## src/rtl/jdc_pkg.sv

```systemverilog
package jdc_pkg;
  localparam int RING_W    = 5;
  localparam int DEC_W     = 2 * RING_W;
  localparam int FIX_STAGE = 2;

  typedef logic [RING_W-1:0] ring_t;
  typedef logic [DEC_W-1:0]  dec_t;

  // legal ring codes have at most one boundary between neighbouring bits
  function automatic logic ring_is_legal(ring_t code);
    int edges;
    edges = 0;
    for (int i = 0; i < RING_W - 1; i++) begin
      if (code[i] != code[i+1]) edges++;
    end
    return (edges <= 1);
  endfunction
endpackage

```

## src/rtl/jdc_sync_bit.sv

```systemverilog
module jdc_sync_bit #(
  parameter int STAGES = 2
) (
  input  logic clk,
  input  logic rst_n,
  input  logic d_i,
  output logic q_o
);
  logic [STAGES-1:0] sh_q;
  logic [STAGES-1:0] sh_d;

  always_comb begin
    sh_d = {sh_q[STAGES-2:0], d_i};
  end

  always_ff @(posedge clk or negedge rst_n) begin
    if (!rst_n) sh_q <= '0;
    else        sh_q <= sh_d;
  end

  assign q_o = sh_q[STAGES-1];
endmodule

```

## src/rtl/jdc_reset_sync.sv

```systemverilog
module jdc_reset_sync #(
  parameter int STAGES = 2
) (
  input  logic clk,
  input  logic rst_n,
  input  logic clear_i,
  output logic ring_rst_n
);
  logic              arst_n;
  logic [STAGES-1:0] rs_q;
  logic [STAGES-1:0] rs_d;

  assign arst_n = rst_n & ~clear_i;

  always_comb begin
    rs_d = {rs_q[STAGES-2:0], 1'b1};
  end

  always_ff @(posedge clk or negedge arst_n) begin
    if (!arst_n) rs_q <= '0;
    else         rs_q <= rs_d;
  end

  assign ring_rst_n = rs_q[STAGES-1];
endmodule

```

## src/rtl/jdc_edge_qual.sv

```systemverilog
module jdc_edge_qual #(
  parameter int SYNC_STAGES = 2
) (
  input  logic clk,
  input  logic rst_n,
  input  logic rise_cnt_i,
  input  logic fall_cnt_i,
  output logic adv_o
);
  localparam int NUM_IN = 2;
  localparam int IDX_R  = 0;
  localparam int IDX_F  = 1;

  logic [NUM_IN-1:0] raw;
  logic [NUM_IN-1:0] lvl;
  logic [NUM_IN-1:0] prev_q;
  logic              rise_seen;
  logic              fall_seen;

  assign raw = {fall_cnt_i, rise_cnt_i};

  for (genvar k = 0; k < NUM_IN; k++) begin : g_sync
    jdc_sync_bit #(.STAGES(SYNC_STAGES)) u_sync (
      .clk  (clk),
      .rst_n(rst_n),
      .d_i  (raw[k]),
      .q_o  (lvl[k])
    );
  end

  always_ff @(posedge clk or negedge rst_n) begin
    if (!rst_n) prev_q <= '0;
    else        prev_q <= lvl;
  end

  always_comb begin
    rise_seen = lvl[IDX_R] & ~prev_q[IDX_R] & ~lvl[IDX_F];
    fall_seen = prev_q[IDX_F] & ~lvl[IDX_F] & lvl[IDX_R];
    adv_o     = rise_seen | fall_seen;
  end
endmodule

```

## src/rtl/jdc_ring.sv

```systemverilog
module jdc_ring
  import jdc_pkg::*;
#(
  parameter ring_t INIT_CODE = '0
) (
  input  logic  clk,
  input  logic  arst_n,
  input  logic  adv_i,
  output ring_t state_o
);
  ring_t ring_q;
  ring_t ring_d;

  // next code: shift up, inverted feedback; one stage refuses isolated ones
  for (genvar i = 0; i < RING_W; i++) begin : g_next
    if (i == 0) begin : g_fb
      assign ring_d[i] = ~ring_q[RING_W-1];
    end else if (i == FIX_STAGE) begin : g_fix
      assign ring_d[i] = ring_q[i-1] & (ring_q[i-2] | ring_q[i]);
    end else begin : g_shift
      assign ring_d[i] = ring_q[i-1];
    end
  end

  always_ff @(posedge clk or negedge arst_n) begin
    if (!arst_n)    ring_q <= INIT_CODE;
    else if (adv_i) ring_q <= ring_d;
  end

  assign state_o = ring_q;

  // checker-side counter of advances spent in an illegal code
  logic [3:0] bad_adv_q;
  always_ff @(posedge clk or negedge arst_n) begin
    if (!arst_n)                   bad_adv_q <= '0;
    else if (ring_is_legal(ring_q)) bad_adv_q <= '0;
    else if (adv_i)                bad_adv_q <= bad_adv_q + 4'd1;
  end

  a_r10_recover_within_eleven: assert property (@(posedge clk) disable iff (!arst_n)
    !ring_is_legal(ring_q) |-> (bad_adv_q < 4'd11));

  a_r4_hold_without_advance: assert property (@(posedge clk) disable iff (!arst_n)
    !adv_i |=> $stable(ring_q));
endmodule

```

## src/rtl/jdc_decode.sv

```systemverilog
module jdc_decode
  import jdc_pkg::*;
(
  input  ring_t state_i,
  output dec_t  dec_o,
  output logic  carry_n_o
);
  localparam int HALF = RING_W;

  for (genvar i = 0; i < HALF; i++) begin : g_pair
    if (i == 0) begin : g_wrap
      assign dec_o[i]        = ~state_i[HALF-1] & ~state_i[0];
      assign dec_o[i + HALF] =  state_i[HALF-1] &  state_i[0];
    end else begin : g_mid
      assign dec_o[i]        =  state_i[i-1] & ~state_i[i];
      assign dec_o[i + HALF] = ~state_i[i-1] &  state_i[i];
    end
  end

  assign carry_n_o = ~state_i[HALF-1];
endmodule

```

## src/rtl/johnson_decade_counter.sv

```systemverilog
module johnson_decade_counter
  import jdc_pkg::*;
#(
  parameter ring_t INIT_CODE   = '0,
  parameter int    SYNC_STAGES = 2,
  parameter int    RST_STAGES  = 2
) (
  input  logic       clk,
  input  logic       rst_n,
  input  logic       clear_i,
  input  logic       rise_cnt_i,
  input  logic       fall_cnt_i,
  output logic [9:0] dec_o,
  output logic       carry_n_o
);
  logic  ring_rst_n;
  logic  adv;
  ring_t state;
  dec_t  dec;

  jdc_reset_sync #(.STAGES(RST_STAGES)) u_rst (
    .clk       (clk),
    .rst_n     (rst_n),
    .clear_i   (clear_i),
    .ring_rst_n(ring_rst_n)
  );

  jdc_edge_qual #(.SYNC_STAGES(SYNC_STAGES)) u_edge (
    .clk       (clk),
    .rst_n     (rst_n),
    .rise_cnt_i(rise_cnt_i),
    .fall_cnt_i(fall_cnt_i),
    .adv_o     (adv)
  );

  jdc_ring #(.INIT_CODE(INIT_CODE)) u_ring (
    .clk    (clk),
    .arst_n (ring_rst_n),
    .adv_i  (adv),
    .state_o(state)
  );

  jdc_decode u_dec (
    .state_i  (state),
    .dec_o    (dec),
    .carry_n_o(carry_n_o)
  );

  assign dec_o = dec;

  a_r6_onehot_when_legal: assert property (@(posedge clk) disable iff (!ring_rst_n)
    ring_is_legal(state) |-> ($countones(dec_o) == 1));

  a_r7_carry_tracks_upper: assert property (@(posedge clk) disable iff (!ring_rst_n)
    ring_is_legal(state) |-> (carry_n_o == ~(|dec_o[9:5])));

  if (INIT_CODE == '0) begin : g_clr_chk
    a_r1_clear_forces_zero: assert property (@(posedge clk) disable iff (!rst_n)
      clear_i |-> (dec_o == 10'b0000000001 && carry_n_o));
  end
endmodule

```

## config.mk

```make
export PLATFORM = sky130hd
export DESIGN_NAME = johnson_decade_counter
export DESIGN_NICKNAME = d
export VERILOG_FILES = /design/src/rtl/jdc_pkg.sv /design/src/rtl/jdc_sync_bit.sv /design/src/rtl/jdc_reset_sync.sv /design/src/rtl/jdc_edge_qual.sv /design/src/rtl/jdc_ring.sv /design/src/rtl/jdc_decode.sv /design/src/rtl/johnson_decade_counter.sv
export SDC_FILE = /design/constraint.sdc
export NUM_CORES = 1
export LEC_CHECK = 0
export CAP_MARGIN = 25
export CORE_AREA = 4 4 41 43
export DETAILED_ROUTE_END_ITERATION = 12
export DIE_AREA = 0 0 45 47
export HOLD_SLACK_MARGIN = 0.05
export PLACE_DENSITY = 0.81
export RECOVER_POWER = 100
export SLEW_MARGIN = 10
export SYNTH_ARGS = -nofsm -noshare
export SYNTH_HDL_FRONTEND = slang
export SYNTH_HIERARCHICAL = 1
export SYNTH_SLANG_ARGS = --single-unit
```

## constraint.sdc

```tcl
create_clock -name clk -period 1.1 [get_ports clk]
set_input_delay 0.11 -clock clk [delete_from_list [all_inputs] [get_ports clk]]
set_output_delay 0.11 -clock clk [all_outputs]
set_load 0.02 [all_outputs]
```

### Word-level counts from Yosys, hierarchy flattened

Cells that the tools add are included.

* register bits after elaboration: 13
* RAM bits: 0
* memories kept: 0
* output and inout port bits: 11
* memory bits (read-only): 0
* input bits: 5
* latch bits: 0
* word-level logic and storage cells: 31

* equality and inequality tests: 0
* $add $sub $neg: 0
* $lt $le $gt $ge: 0
* multipliers: 0
* muxes and demuxes: 0
* reductions and logical operators: 0
* bitwise gates (word level): 26
* shift-type cells: 0
* divide/modulo/power cells: 0

Operators by type and width (number)
* $and A1 B1 Y1: 16
* $not A1 Y1: 8
* $or A1 B1 Y1: 2

### Longest topological paths before layout

* depth after elaboration: 4
* depth in mapped cells: 5
* depth with buffers taken out: 4

### By module

Netlist, hierarchy kept.

Modules (own cells, without submodules)
* jdc_ring: area each 225.2 um2, seq. area each 125.1 um2, instances 1, cells each 18
* jdc_sync_bit: area each 50.0 um2, seq. area each 50.0 um2, instances 2, cells each 2
* jdc_edge_qual: area each 76.3 um2, seq. area each 50.0 um2, instances 1, cells each 4
* jdc_decode: area each 68.8 um2, seq. area each 0.0 um2, instances 1, cells each 11
* jdc_reset_sync: area each 67.6 um2, seq. area each 50.0 um2, instances 1, cells each 4

### Worst setup path after synthesis

OpenSTA, ideal clock, no wires.

* path kind: reg-to-reg
* start: register u_edge.prev_q[0]
* end: register u_ring.ring_q[3], in the netlist u_ring/state_o[3]
* data required time: 0.975 ns
* cell stages (with the launch flop): 5
* arrival: 1.041 ns
* clock period less this slack: 1.166 ns
* setup time: 0.125 ns
* setup slack: -0.066 ns
* path buffers: 1
* cell sequence: dfrtp_1 > nor2b_4 > nor3b_2 > buf_6 > mux2_4

* word-level cells in the longest chain between the ends: 4

RTL lines
* start: declaration: line jdc_edge_qual.sv:16 `logic [NUM_IN-1:0] prev_q;`
* start signal: assignment: line jdc_edge_qual.sv:33 `else prev_q <= lvl;`
* $not A1 Y1: line jdc_edge_qual.sv:37 `rise_seen = lvl[IDX_R] & ~prev_q[IDX_R] & ~lvl[IDX_F];`
* $and A1 B1 Y1 (2 in a row): line jdc_edge_qual.sv:37
* $or A1 B1 Y1: line jdc_edge_qual.sv:39 `adv_o = rise_seen | fall_seen;`
* net adv: line johnson_decade_counter.sv:17 `logic adv;`
* end signal: assignment: line jdc_ring.sv:27 `else if (adv_i) ring_q <= ring_d;`
* end: declaration: line jdc_ring.sv:11 `ring_t ring_q;`

The timed path passes the listed nets, and every way through them passes these cells.
A chain may end at the register's enable or synchronous reset.

### Worst setup path in the final report

* start: register u_edge.prev_q[0]
* end: register u_ring.ring_q[4], in the netlist u_ring/state_o[4]

The elaborated chain is that of the path after synthesis.

==> results_dict.tcl <==
set metrics [dict create \
    outcome "complete, but fails checks" \
    violations "negative setup slack" \
    numCtsBuffers 3 \
    netlist_area_um2 538 \
    max-vdd-ir-drop_uv 1070 \
    vias 360 \
    cts_sinks 13 \
    highest_layer "met4" \
    fp.dieW_um 45 \
    period_needed_ps 1210 \
    htree_levels 1 \
    path_delay_family "simple AND/OR/NAND/NOR gates" \
    drive_above_1_share_pct 48.4 \
    ys_seq_area_share_pct 60.5 \
    layout.nets 70 \
    syn2layout_area_growth_pct 40.5 \
    setup_ws_ps -114 \
    gr-usage-all-layers_pct 9.35 \
    min_period_over_period_pct 110 \
    min_path_type "in2async" \
    ys_seq_elements 13 \
    vias_per_cell 4.56 \
    dr_wl_met3_um 90 \
    floorplan.initialDensity_pct 41.3 \
    synth_top_cell_by_area "dfrtp_1" \
    ys_top_cells_by_area "dfrtp_1 60%, nor2b_1 7.0%, mux2_4 5.6%" \
    slowest_stage "dfrtp_1" \
    synth_nets 46 \
    finClkSkew_ps 1.16 \
    max-cap-violations 0 \
    place_area_um2 711 \
    crit_end "u_ring/state_o[4]$_DFFE_PN0P_" \
    clk_pin_slew_worst_paths_ps 70 \
    clock_latency_ps 260 \
    first_pass_iters 4 \
    ys_types 16 \
    first_global_vias 327 \
    die_area_mm2 0.00212 \
    syn_area_per_cell_um2 13.1 \
    place_ws_ps -199 \
    stdcell_count 79 \
    place.port_buffers 15 \
    crit_path_end_kind "flop" \
    path_depth 3 \
    slew_viol_final 0 \
    postCtsHoldBufs 0 \
    cts_tree "yes" \
    dp_hpwl_um 620 \
    drt_wl_total_um 877 \
    crit_arrival_ps 1370 \
    final_area_um2 756 \
    cp-start-kind "flop" \
    tns_ps -614 \
    antenna_left 0 \
    diodes 0 \
    overflow 0 \
    dp.cells 72 \
    rows 13 \
    crit_start "u_edge/prev_q[0]$_DFF_PN0_" \
    max_freq_mhz 824 \
    r2r_start "u_edge/prev_q[0]$_DFF_PN0_" \
    critPathRequiredTime_ps 1250 \
    synth_warnings 6 \
    hold_ws_ps 54.5 \
    finalHoldViolCount 0 \
    drc 0 \
    setup-violations-final 12 \
    mostFrequentLayoutCells "13 x buf_4, 13 x dfrtp_1, 6 x nor2b_1" \
    drt_iter0_drc 3 \
    core_area_mm2 0.00130 \
    crit_chain "nor2b_4 -> nor3b_4 -> mux2_4" \
    reg2reg_depth 3 \
    r2r_end "u_ring/state_o[4]$_DFFE_PN0P_" \
    wl_met1_um 330 \
    die_y_um 47 \
    routedWlPerCell_um 11.1 \
    io_pins 16 \
    syn_inst 41 \
    powerDensity_mw_per_mm2 2790 \
    gp_congestion 0.713 \
    cp_max_fo 3 \
    synthDominantCellAreaShare_pct 60.5 \
    p_leak_nw 0.373 \
    rsz0062_at_grt "yes" \
    max_stage_delay_ps 360 \
    rrSetupSlack_ps -110 \
    crit_type "reg2reg" \
    cts_root_buf "clkbuf_4" \
    wl_met2_um 446 \
    grt_antenna_before_repair 0 \
    grt_pass1_wl_um 1320 \
    clk_path_buf_depth 2 \
    worst-path-buf-inv 0 \
    grt_max_degree 8 \
]
-- flip-flops by register name (all words and copies together), names as in the netlist --
signal	cells
u_ring/state_o	5
u_edge/g_sync.u_sync/sh_q	4
u_edge/prev_q	2
u_rst/rs_q	2
-- layout make-up --
cell class / instances / area (um^2)
sequential: 13 / 325
multi-input combinational: 21 / 181
fill: 117 / 546
tap: 15 / 18.8
clock buffer: 4 / 26.3
inverter: 3 / 11.3
timing repair buffer: 23 / 193
-- worst min path at each step --
stage,startpoint,endpoint,slack [ps],depth (start not counted)
floorplan,rst_n,u_edge/g_sync[0].u_sync/sh_q[0]$_DFF_PN0_,-190,0
global placement,u_rst/rs_q[1]$_DFF_PN0_,u_ring/state_o[0]$_DFFE_PN0P_,70,0
detailed placement,u_rst/rs_q[1]$_DFF_PN0_,u_ring/state_o[0]$_DFFE_PN0P_,70,0
CTS,clear_i,u_rst/rs_q[1]$_DFF_PN0_,70,2
global route,clear_i,u_rst/rs_q[0]$_DFF_PN0_,60,2
finish,clear_i,u_rst/rs_q[1]$_DFF_PN0_,50,2
-- metrics by stage --
stage	util [%]	power (W)
after floorplan	-	0.00129
after global placement	54.6	0.00175
after detailed placement	54.6	0.00178
after CTS	55.7	0.00201
after global routing	58.1	0.00225
final	58.1	0.00211
-- power breakdown --
part	internal (W)	switching, W	total [W]	leakage, nW
Sequential	0.000581	0.000122	0.000703	0.154
Clock	0.000140	0.000135	0.000275	0.0150
Combinational	0.000616	0.000517	0.00113	0.204
Total	0.00134	0.000774	0.00211	0.373
-- worst reg2reg max path, cell delays in order (launching register included) --
cell	delay, ps
dfrtp_1	360
nor2b_4	130
nor3b_4	290
mux2_4	330
-- Yosys cell counts --
cell and number:
inv_1 3, nor2b_4 2, nor3b_2 1, o21ai_0 1
conb_1 1, nand2_1 1, dfrtp_1 13, nor2_1 1
mux2_4 2, and2b_2 2, buf_6 1, a21oi_1 2
buf_4 3, mux2i_1 1, and2_1 1, nor2b_1 6
-- cell families (layout without fill, tap and decap cells) --
kind of cell,count (synthesis),count (layout),synth area share [%]
simple gates,14,14,20.2
flops,13,13,60.5
buf+inv,7,30,8.37
compound gates,3,3,2.79
mux,3,3,7.44
other cells,1,1,0.697
-- what timing repair did --
action / 4_1_cts / 5_1_grt
pin swaps: 1 / 1
gates resized for setup: 50 / 12
gates cloned: 0 / 0
endpoints found under the setup margin: 16 / 15
buffers inserted: 3 / 0
-- metal layers --
layer,GRT usage (%),vias to the layer above
li1,-,166
met1,9.66,170
met2,16.4,20
met3,2.30,4
met4,7.02,0
met5,0,-
No activity file was read; power rests on OpenSTA's default activity.
